## config.mk

```make
export PLATFORM = sky130hd
export DESIGN_NAME = tonebus_rx_fifo
export DESIGN_NICKNAME = d
export VERILOG_FILES = /design/src/rtl/tbrx_pkg.sv /design/src/rtl/tbrx_ms_timer.sv /design/src/rtl/tbrx_window_fsm.sv /design/src/rtl/tbrx_fifo.sv /design/src/rtl/tonebus_rx_fifo.sv
export SDC_FILE = /design/constraint.sdc
export NUM_CORES = 1
export LEC_CHECK = 0
export CAP_MARGIN = 20
export CORE_ASPECT_RATIO = 2
export CORE_UTILIZATION = 55
export CTS_BUF_LIST = sky130_fd_sc_hd__clkbuf_8
export CTS_CLUSTER_SIZE = 16
export DETAILED_ROUTE_END_ITERATION = 16
export GPL_TIMING_DRIVEN = 0
export HOLD_SLACK_MARGIN = 0.1
export PLACE_DENSITY = 0.75
export REMOVE_ABC_BUFFERS = 1
export SETUP_SLACK_MARGIN = 0.02
export SLEW_MARGIN = 0
export SYNTH_ARGS = -nofsm -noshare
export SYNTH_HDL_FRONTEND = slang
export SYNTH_SLANG_ARGS = --single-unit
```

## constraint.sdc

```tcl
create_clock -name clk -period 4.2 [get_ports clk]
set_input_delay 1.05 -clock clk [delete_from_list [all_inputs] [get_ports clk]]
set_output_delay 1.05 -clock clk [all_outputs]
set_load 0.05 [all_outputs]
```

## src/rtl/tbrx_pkg.sv

```systemverilog
package tbrx_pkg;
    typedef enum logic [1:0] {
        ST_IDLE,
        ST_HOLDOFF,
        ST_LISTEN,
        ST_RECEIVE
    } win_state_t;

    typedef struct packed {
        logic [7:0] data;
        logic       perr;
        logic       par;
    } rx_entry_t;
endpackage

```

## src/rtl/tbrx_ms_timer.sv

```systemverilog
module tbrx_ms_timer #(
    parameter int CLK_DIV = 125000
) (
    input  logic clk,
    input  logic rst_n,
    input  logic restart,
    output logic ms_tick
);
    localparam int DW = (CLK_DIV > 1) ? $clog2(CLK_DIV) : 1;

    logic [DW-1:0] div_cnt;

    assign ms_tick = (div_cnt == DW'(CLK_DIV - 1));

    always_ff @(posedge clk) begin
        if (!rst_n) begin
            div_cnt <= '0;
        end else if (restart || ms_tick) begin
            div_cnt <= '0;
        end else begin
            div_cnt <= div_cnt + 1'b1;
        end
    end
endmodule

```

## src/rtl/tbrx_window_fsm.sv

```systemverilog
module tbrx_window_fsm
    import tbrx_pkg::*;
#(
    parameter int HOLDOFF_MS = 5,
    parameter int TIMEOUT_MS = 20
) (
    input  logic clk,
    input  logic rst_n,
    input  logic tx_done,
    input  logic ms_tick,
    input  logic start_ok,
    input  logic end_ok,
    input  logic byte_ok,
    output logic accept,
    output logic timer_restart,
    output logic flag_rcvd,
    output logic flag_cpl,
    output logic flag_tmo
);
    localparam int MAXMS = (HOLDOFF_MS > TIMEOUT_MS) ? HOLDOFF_MS : TIMEOUT_MS;
    localparam int MW    = $clog2(MAXMS + 1);

    win_state_t state, state_nx;
    logic [MW-1:0] ms_cnt;
    logic holdoff_done, listen_expired;

    assign holdoff_done   = ms_tick && (ms_cnt == MW'(HOLDOFF_MS - 1));
    assign listen_expired = ms_tick && (ms_cnt == MW'(TIMEOUT_MS - 1));

    always_comb begin
        state_nx = state;
        if (tx_done) begin
            state_nx = ST_HOLDOFF;
        end else begin
            unique case (state)
                ST_IDLE:    state_nx = ST_IDLE;
                ST_HOLDOFF: if (holdoff_done) state_nx = ST_LISTEN;
                ST_LISTEN: begin
                    if (start_ok)            state_nx = ST_RECEIVE;
                    else if (listen_expired) state_nx = ST_IDLE;
                end
                ST_RECEIVE: if (end_ok) state_nx = ST_IDLE;
            endcase
        end
    end

    assign timer_restart = (state_nx != state) || tx_done;
    assign accept        = (state == ST_RECEIVE);

    // state register and millisecond counter
    always_ff @(posedge clk) begin
        if (!rst_n) begin
            state  <= ST_IDLE;
            ms_cnt <= '0;
        end else begin
            state <= state_nx;
            if (timer_restart) ms_cnt <= '0;
            else if (ms_tick)  ms_cnt <= ms_cnt + 1'b1;
        end
    end

    // status flag outputs
    always_ff @(posedge clk) begin
        if (!rst_n) begin
            flag_rcvd <= 1'b0;
            flag_cpl  <= 1'b0;
            flag_tmo  <= 1'b0;
        end else if (tx_done) begin
            flag_rcvd <= 1'b0;
            flag_cpl  <= 1'b0;
            flag_tmo  <= 1'b0;
        end else begin
            if (accept && byte_ok) flag_rcvd <= 1'b1;
            if (accept && end_ok)  flag_cpl  <= 1'b1;
            if (state == ST_LISTEN && !start_ok && listen_expired) flag_tmo <= 1'b1;
        end
    end
endmodule

```

## src/rtl/tbrx_fifo.sv

```systemverilog
module tbrx_fifo
    import tbrx_pkg::*;
#(
    parameter int DEPTH = 8
) (
    input  logic                         clk,
    input  logic                         rst_n,
    input  logic                         push,
    input  rx_entry_t                    push_entry,
    input  logic                         rd_strobe,
    input  logic                         ovf_clr,
    output logic [7:0]                   rdata,
    output logic [$clog2(DEPTH+1)-1:0]   count,
    output logic                         ovf
);
    localparam int PW = (DEPTH > 1) ? $clog2(DEPTH) : 1;
    localparam int CW = $clog2(DEPTH + 1);

    rx_entry_t     mem [DEPTH];
    logic [PW-1:0] wr_ptr, rd_ptr;
    logic          phase;
    logic          nonempty, full, pop, do_push;

    assign nonempty = (count != '0);
    assign full     = (count == CW'(DEPTH));
    assign pop      = rd_strobe && nonempty && phase;
    assign do_push  = push && (!full || pop);

    for (genvar g = 0; g < DEPTH; g++) begin : g_entry
        always_ff @(posedge clk) begin
            if (!rst_n) begin
                mem[g] <= '0;
            end else if (do_push && (wr_ptr == PW'(g))) begin
                mem[g] <= push_entry;
            end
        end
    end

    always_ff @(posedge clk) begin
        if (!rst_n) begin
            wr_ptr <= '0;
            rd_ptr <= '0;
            count  <= '0;
            phase  <= 1'b0;
            ovf    <= 1'b0;
        end else begin
            if (do_push) wr_ptr <= (wr_ptr == PW'(DEPTH - 1)) ? '0 : wr_ptr + 1'b1;
            if (pop)     rd_ptr <= (rd_ptr == PW'(DEPTH - 1)) ? '0 : rd_ptr + 1'b1;
            count <= count + CW'(do_push) - CW'(pop);
            if (rd_strobe && nonempty) phase <= ~phase;
            if (push && full && !pop) ovf <= 1'b1;
            else if (ovf_clr)         ovf <= 1'b0;
        end
    end

    always_comb begin
        if (!nonempty)  rdata = 8'h00;
        else if (phase) rdata = {6'b0, mem[rd_ptr].perr, mem[rd_ptr].par};
        else            rdata = mem[rd_ptr].data;
    end
endmodule

```

## src/rtl/tonebus_rx_fifo.sv

```systemverilog
module tonebus_rx_fifo
    import tbrx_pkg::*;
#(
    parameter int CLK_DIV    = 125000,
    parameter int HOLDOFF_MS = 5,
    parameter int TIMEOUT_MS = 20,
    parameter int DEPTH      = 8   // at most 15: count shares a 4-bit status field
) (
    input  logic       clk,
    input  logic       rst_n,
    input  logic       tx_done,
    input  logic       pin_dir_in,
    input  logic       irq_en,
    input  logic       rx_start,
    input  logic       rx_valid,
    input  logic [7:0] rx_data,
    input  logic       rx_parity,
    input  logic       rx_msg_end,
    input  logic       rd_fifo,
    input  logic       rd_status,
    output logic [7:0] fifo_rdata,
    output logic [7:0] status,
    output logic       irq
);
    localparam int CW = $clog2(DEPTH + 1);

    logic          ms_tick, timer_restart, accept;
    logic          start_ok, end_ok, byte_ok;
    logic          f_rcvd, f_cpl, f_tmo, f_ovf;
    logic [CW-1:0] count;
    rx_entry_t     entry;

    assign start_ok = rx_start   && pin_dir_in;
    assign end_ok   = rx_msg_end && pin_dir_in;
    assign byte_ok  = rx_valid   && pin_dir_in;

    assign entry.data = rx_data;
    assign entry.par  = rx_parity;
    assign entry.perr = rx_parity ^ ~(^rx_data);

    tbrx_ms_timer #(.CLK_DIV(CLK_DIV)) u_timer (
        .clk     (clk),
        .rst_n   (rst_n),
        .restart (timer_restart),
        .ms_tick (ms_tick)
    );

    tbrx_window_fsm #(.HOLDOFF_MS(HOLDOFF_MS), .TIMEOUT_MS(TIMEOUT_MS)) u_fsm (
        .clk           (clk),
        .rst_n         (rst_n),
        .tx_done       (tx_done),
        .ms_tick       (ms_tick),
        .start_ok      (start_ok),
        .end_ok        (end_ok),
        .byte_ok       (byte_ok),
        .accept        (accept),
        .timer_restart (timer_restart),
        .flag_rcvd     (f_rcvd),
        .flag_cpl      (f_cpl),
        .flag_tmo      (f_tmo)
    );

    tbrx_fifo #(.DEPTH(DEPTH)) u_fifo (
        .clk        (clk),
        .rst_n      (rst_n),
        .push       (byte_ok && accept),
        .push_entry (entry),
        .rd_strobe  (rd_fifo),
        .ovf_clr    (rd_status),
        .rdata      (fifo_rdata),
        .count      (count),
        .ovf        (f_ovf)
    );

    assign status = {4'(count), f_tmo, f_ovf, f_cpl, f_rcvd};
    assign irq    = irq_en && (f_rcvd || f_cpl || f_tmo);
endmodule

```

# Yosys cells after proc, flatten, opt, wreduce, memory -nomap -nowiden
# Memories as Yosys holds them, arrays and structs flattened. A register that Yosys moved wholly into a read port is not among the register bits.
# Index checks and enable logic that the tools add are counted.
# op_classes
n_addsub	6
eq_ne	16
muxes	47
n_bitwise	12
reduce_logical	39
# ops
op	n
$mux W10	8
$mux W1	27
$logic_and A1 B1 Y1	23
$add A17 B1 Y17 const B	1
$eq A17 B17 Y1 const B	1
$mux W8	2
$eq A3 B3 Y1 const B	5
$mux W3	4
$mux W2	5
$or A1 B1 Y1	8
$pmux W2 S4	1
$reduce_xor A8 Y1	1
$add A3 B1 Y3 const B	2
$eq A3 B2 Y1 const B	2
$reduce_or A2 Y1	3
$add A5 B1 Y5 const B	1
$eq A5 B3 Y1 const B	1
$eq A5 B5 Y1 const B	1
$logic_or A1 B1 Y1	5
$add A4 B1 Y4	1
$eq A2 B2 Y1 const B	2
$eq A4 B4 Y1 const B	1
$reduce_bool A4 Y1	1
$sub A4 B1 Y4	1
other kinds (9)	13
# word_totals
ff_bits	39
mem_bits_rw	80
elab_cells	132
memories	1
# mem_list
memory	words	width	read_ports	rd_clocked_by_memory_dff	wr	line	source
u_fifo.mem	8	10	1	1	8	tbrx_fifo.sv:19	rx_entry_t mem [DEPTH];

# Depth between registers and ports, before layout
# depth
depth_word	10
ltp_mapped	12
ltp_nobuf	11

# By module
# From an unflattened synthesis, not the netlist that was laid out.
# hier_totals
hier_cells	489
hier_area_um2	6073.3
# modules_own_cells
mod	n_inst	cells_per_inst	area_per_inst_um2	seq_area_each_um2
tbrx_fifo	1	325	4583.1	2702.6
tbrx_ms_timer	1	89	809.5	340.3
tbrx_window_fsm	1	59	541.8	200.2
tonebus_rx_fifo	1	16	138.9	0.0

# Worst setup path before layout
# No wires, ideal clock.
# synth_path
path_kind	input -> register
from	input pin_dir_in
to	memory u_fifo.mem[0][0] (netlist name), enable pin
setup_ps	391
arrival_time_ps	2916
required_time_ps	3809
path_slack_ps	894
path_stages	7
n_path_buf	3
path_cell_list	clkbuf_1 nand4_1 a31oi_1 clkbuf_1 buf_2 nand2_1 o21ai_0
# synth_lines
element	line	source
start, declared	tonebus_rx_fifo.sv:12	input logic pin_dir_in,
end, declared	tbrx_fifo.sv:19	

==> reports/qor.txt <==
Buf/Inv on CP: 1
CTS resizes: 0
Pint: 1.82 mW
die height: 150 um
Peak VDD IR: 0.000236 V
status: completed
ANT cells: 0
Worst Path Required: 3.15 ns
H-tree lvl count: 4
Worst EP arrival: 2.97 ns
ANT nets after route: 0
Starting Density: 0.571
Vias: 3850
RSZ-0062 raised after global routing: false
Synth Area in XOR/XNOR: 0.0343
Root Buffer: clkbuf_8
Psw: 0.561 mW
CP max stage delay: 0.97 ns
final period utilization: 0.958
Slowest cell on crit path: dfxtp_1
DRC: 0
Hold WS: 0.459 ns
Critical Path End Type: output port
layout cells sized above 1: 0.120
Post-Synth Adder-Cell Area: 0.0387
Rel. slew slack: 0.345
unique cell type count in the Yosys netlist: 53
yosys warns: 0
Clock Tree Buf Depth: 2
Slew @ Worst Pin: 0.982 ns
CP startpoint kind: flip-flop
#FFs+latches synth: 122
largest family of logic cells by synthesized area: simple AND/OR/NAND/NOR gates
Max Clk Rate: 249 MHz
antenna violations before repair: 0
clock power share: 0.398
core box area: 10500 sq um
Crit path max-delay family: flip-flops
Avg Cell Area, Syn: 12.2 sq um
compound-cell area share of the yosys netlist: 0.0458
Tmin final: 4.02 ns
TNS Setup: 0 ns
power density cells: 351 nW/um^2
total track usage: 0.243
Setup violations, final: 0
Detailed Routing Iterations Pass 1: 4
largest net degree at the start of global routing: 32
post-CTS setup repair buffer count: 0
Top-Level Pins: 36
Clock Pin Slew Worst Setup and Hold Paths: 0.07 ns
CTS sink cnt: 122
GR Overflow Total: 0
worst setup path category: reg -> out
die area: 11400 sq um
simple-gate share of the synthesized area: 0.204
logic gate share of total power: 0.046
Sw Share: 0.236
CTS tree: built
post-synthesis mux area share: 0.100
CP Max Fanout: 19
cell chain of the critical path: mux4_2 > mux2i_1 > nor2_1 > clkdlybuf4s50_1
per-cell routed wire length: 18.8 um
die width: 76.0 um
Hold-fix buffers, CTS: 0
Post-synth EDFFs: 80
Area Growth Syn to Fin: 12.9%
Seq/Total Area, Yosys: 0.539
RD Place Congestion: 0.875
async set-reset flop share out of synthesis: 0
DR vias/cell: 5.75
fin. max-slew vios: 0
Inserted Clock Buffers: 17
Post-Route WL: 12600 um
Port Buffers: 35
Synth Instances: 494
final setup skew: 0.0111 ns
Reg power frac: 0.556
Lkg Pwr: 2.29 nW
hpwl dp: 8820 um
Clk Latency, worst-skew pair: 0.43 ns
Max Cap Viol: 0
Fin. Hold Viols: 0
row cnt: 53
Worst Hold Class: reg -> reg
top_reg_cell synth: edfxtp_1
initial DRC count: 222
first-pass GRT wire length: 20300 um
vias in the first global route: 4017
Post-Syn Area: 6020 sq um
NumNets Final: 557
## logic make-up (layout without fill, tap and decap cells)
logic type,count (synthesis),in the layout
buf+inv,56,95
xor+xnor,22,22
flops,122,122
fa+ha+maj,18,18
simple gates,204,204
mux,35,35
compound gates,37,37
## cells in the mapped netlist (7+ instances only)
cell	number	area (sq um)
dfxtp_1	42	841
nor2_1	21	78.8
ha_1	17	213
and4_1	7	61.3
a21oi_1	9	45.0
nand2_1	15	56.3
inv_1	24	90.1
clkbuf_1	24	90.1
and2_1	78	488
mux4_2	20	450
nor3_1	10	50.1
nand2b_1	7	43.8
nor2b_1	13	81.3
edfxtp_1	80	2400
nand4_1	13	81.3
mux2i_1	14	140
xnor2_1	15	131
nand3_1	14	70.1
## cell type report
| type | instances | area [sq um] |
|---|---|---|
| Sequential cell | 122 | 3250 |
| Fill cell | 784 | 3750 |
| Timing Repair Buffer | 39 | 380 |
| Multi-Input combinational cell | 316 | 2540 |
| Clock buffer | 17 | 234 |
| Inverter | 24 | 90.1 |
| Clock inverter | 15 | 126 |
| Tap cell | 137 | 171 |
## power groups by stage
stage	Clock (mW)	Combinational, mW	Sequential (mW)
2_1_floorplan	0	0.0567	1.35
3_3_place_gp	0	0.106	1.35
3_5_place_dp	0	0.111	1.35
4_1_cts	0.968	0.111	1.32
5_1_grt	1.02	0.119	1.33
6_report	0.947	0.111	1.32
## through the flow
| stage | instances | utilization | setup slack [ns] | total power [mW] | cell area, sq um |
|---|---|---|---|---|---|
| 2_1_floorplan | 462 | - | 0.878 | 1.40 | 5870 |
| 3_3_place_gp | 634 | 0.607 | -0.743 | 1.46 | 6400 |
| 3_5_place_dp | 638 | 0.610 | 0.525 | 1.46 | 6430 |
| 4_1_cts | 670 | 0.644 | 0.0469 | 2.40 | 6790 |
| 5_1_grt | 670 | 0.644 | 0.0372 | 2.47 | 6790 |
| 6_report | 670 | 0.644 | 0.178 | 2.38 | 6790 |
## cells in the final DEF (no fill, tap or decap), types with 15 or more instances in the layout
cell,count
nand2_1,15
and2_1,78
inv_1,24
clkbuf_8,17
edfxtp_1,80
dfxtp_1,41
mux4_2,20
nor2_1,21
xnor2_1,15
ha_1,17
clkdlybuf4s50_1,35
## routing by layer
layer,GRT usage,share of wire
met1,0.226,0.34
met2,0.493,0.60
met3,0.0524,0.035
met4,0.109,0.019
met5,0,0
## final timing paths
kind | startpoint | to | slack (ns) | depth (start not counted)
worst min register to register | u_timer.div_cnt[0]$_SDFF_PP0_ | u_timer.div_cnt[0]$_SDFF_PP0_ | 0.46 | 1
worst max-delay path | flip-flop | fifo_rdata[3] | 0.18 | 4
worst max register to register | u_fifo.count[2]$_SDFF_PN0_ | u_fifo.count[2]$_SDFF_PN0_ | 1.54 | 11
worst min-delay path | u_timer.div_cnt[0]$_SDFF_PP0_ | u_timer.div_cnt[0]$_SDFF_PP0_ | 0.46 | 1
## registers in the layout, indices dropped and copies added (netlist names), named ones only
name             cells
u_fifo.wr_ptr        3
u_fsm.flag_rcvd      1
u_timer.div_cnt     17
u_fifo.rd_ptr        3
u_fsm.ms_cnt         5
u_fifo.count         4
u_fifo.mem          80
u_fsm.state          2
u_fifo.ovf           1
u_fsm.flag_tmo       1
u_fsm.flag_cpl       1
u_fifo.phase         1
Note: power is estimated with default switching activity, not from simulation.
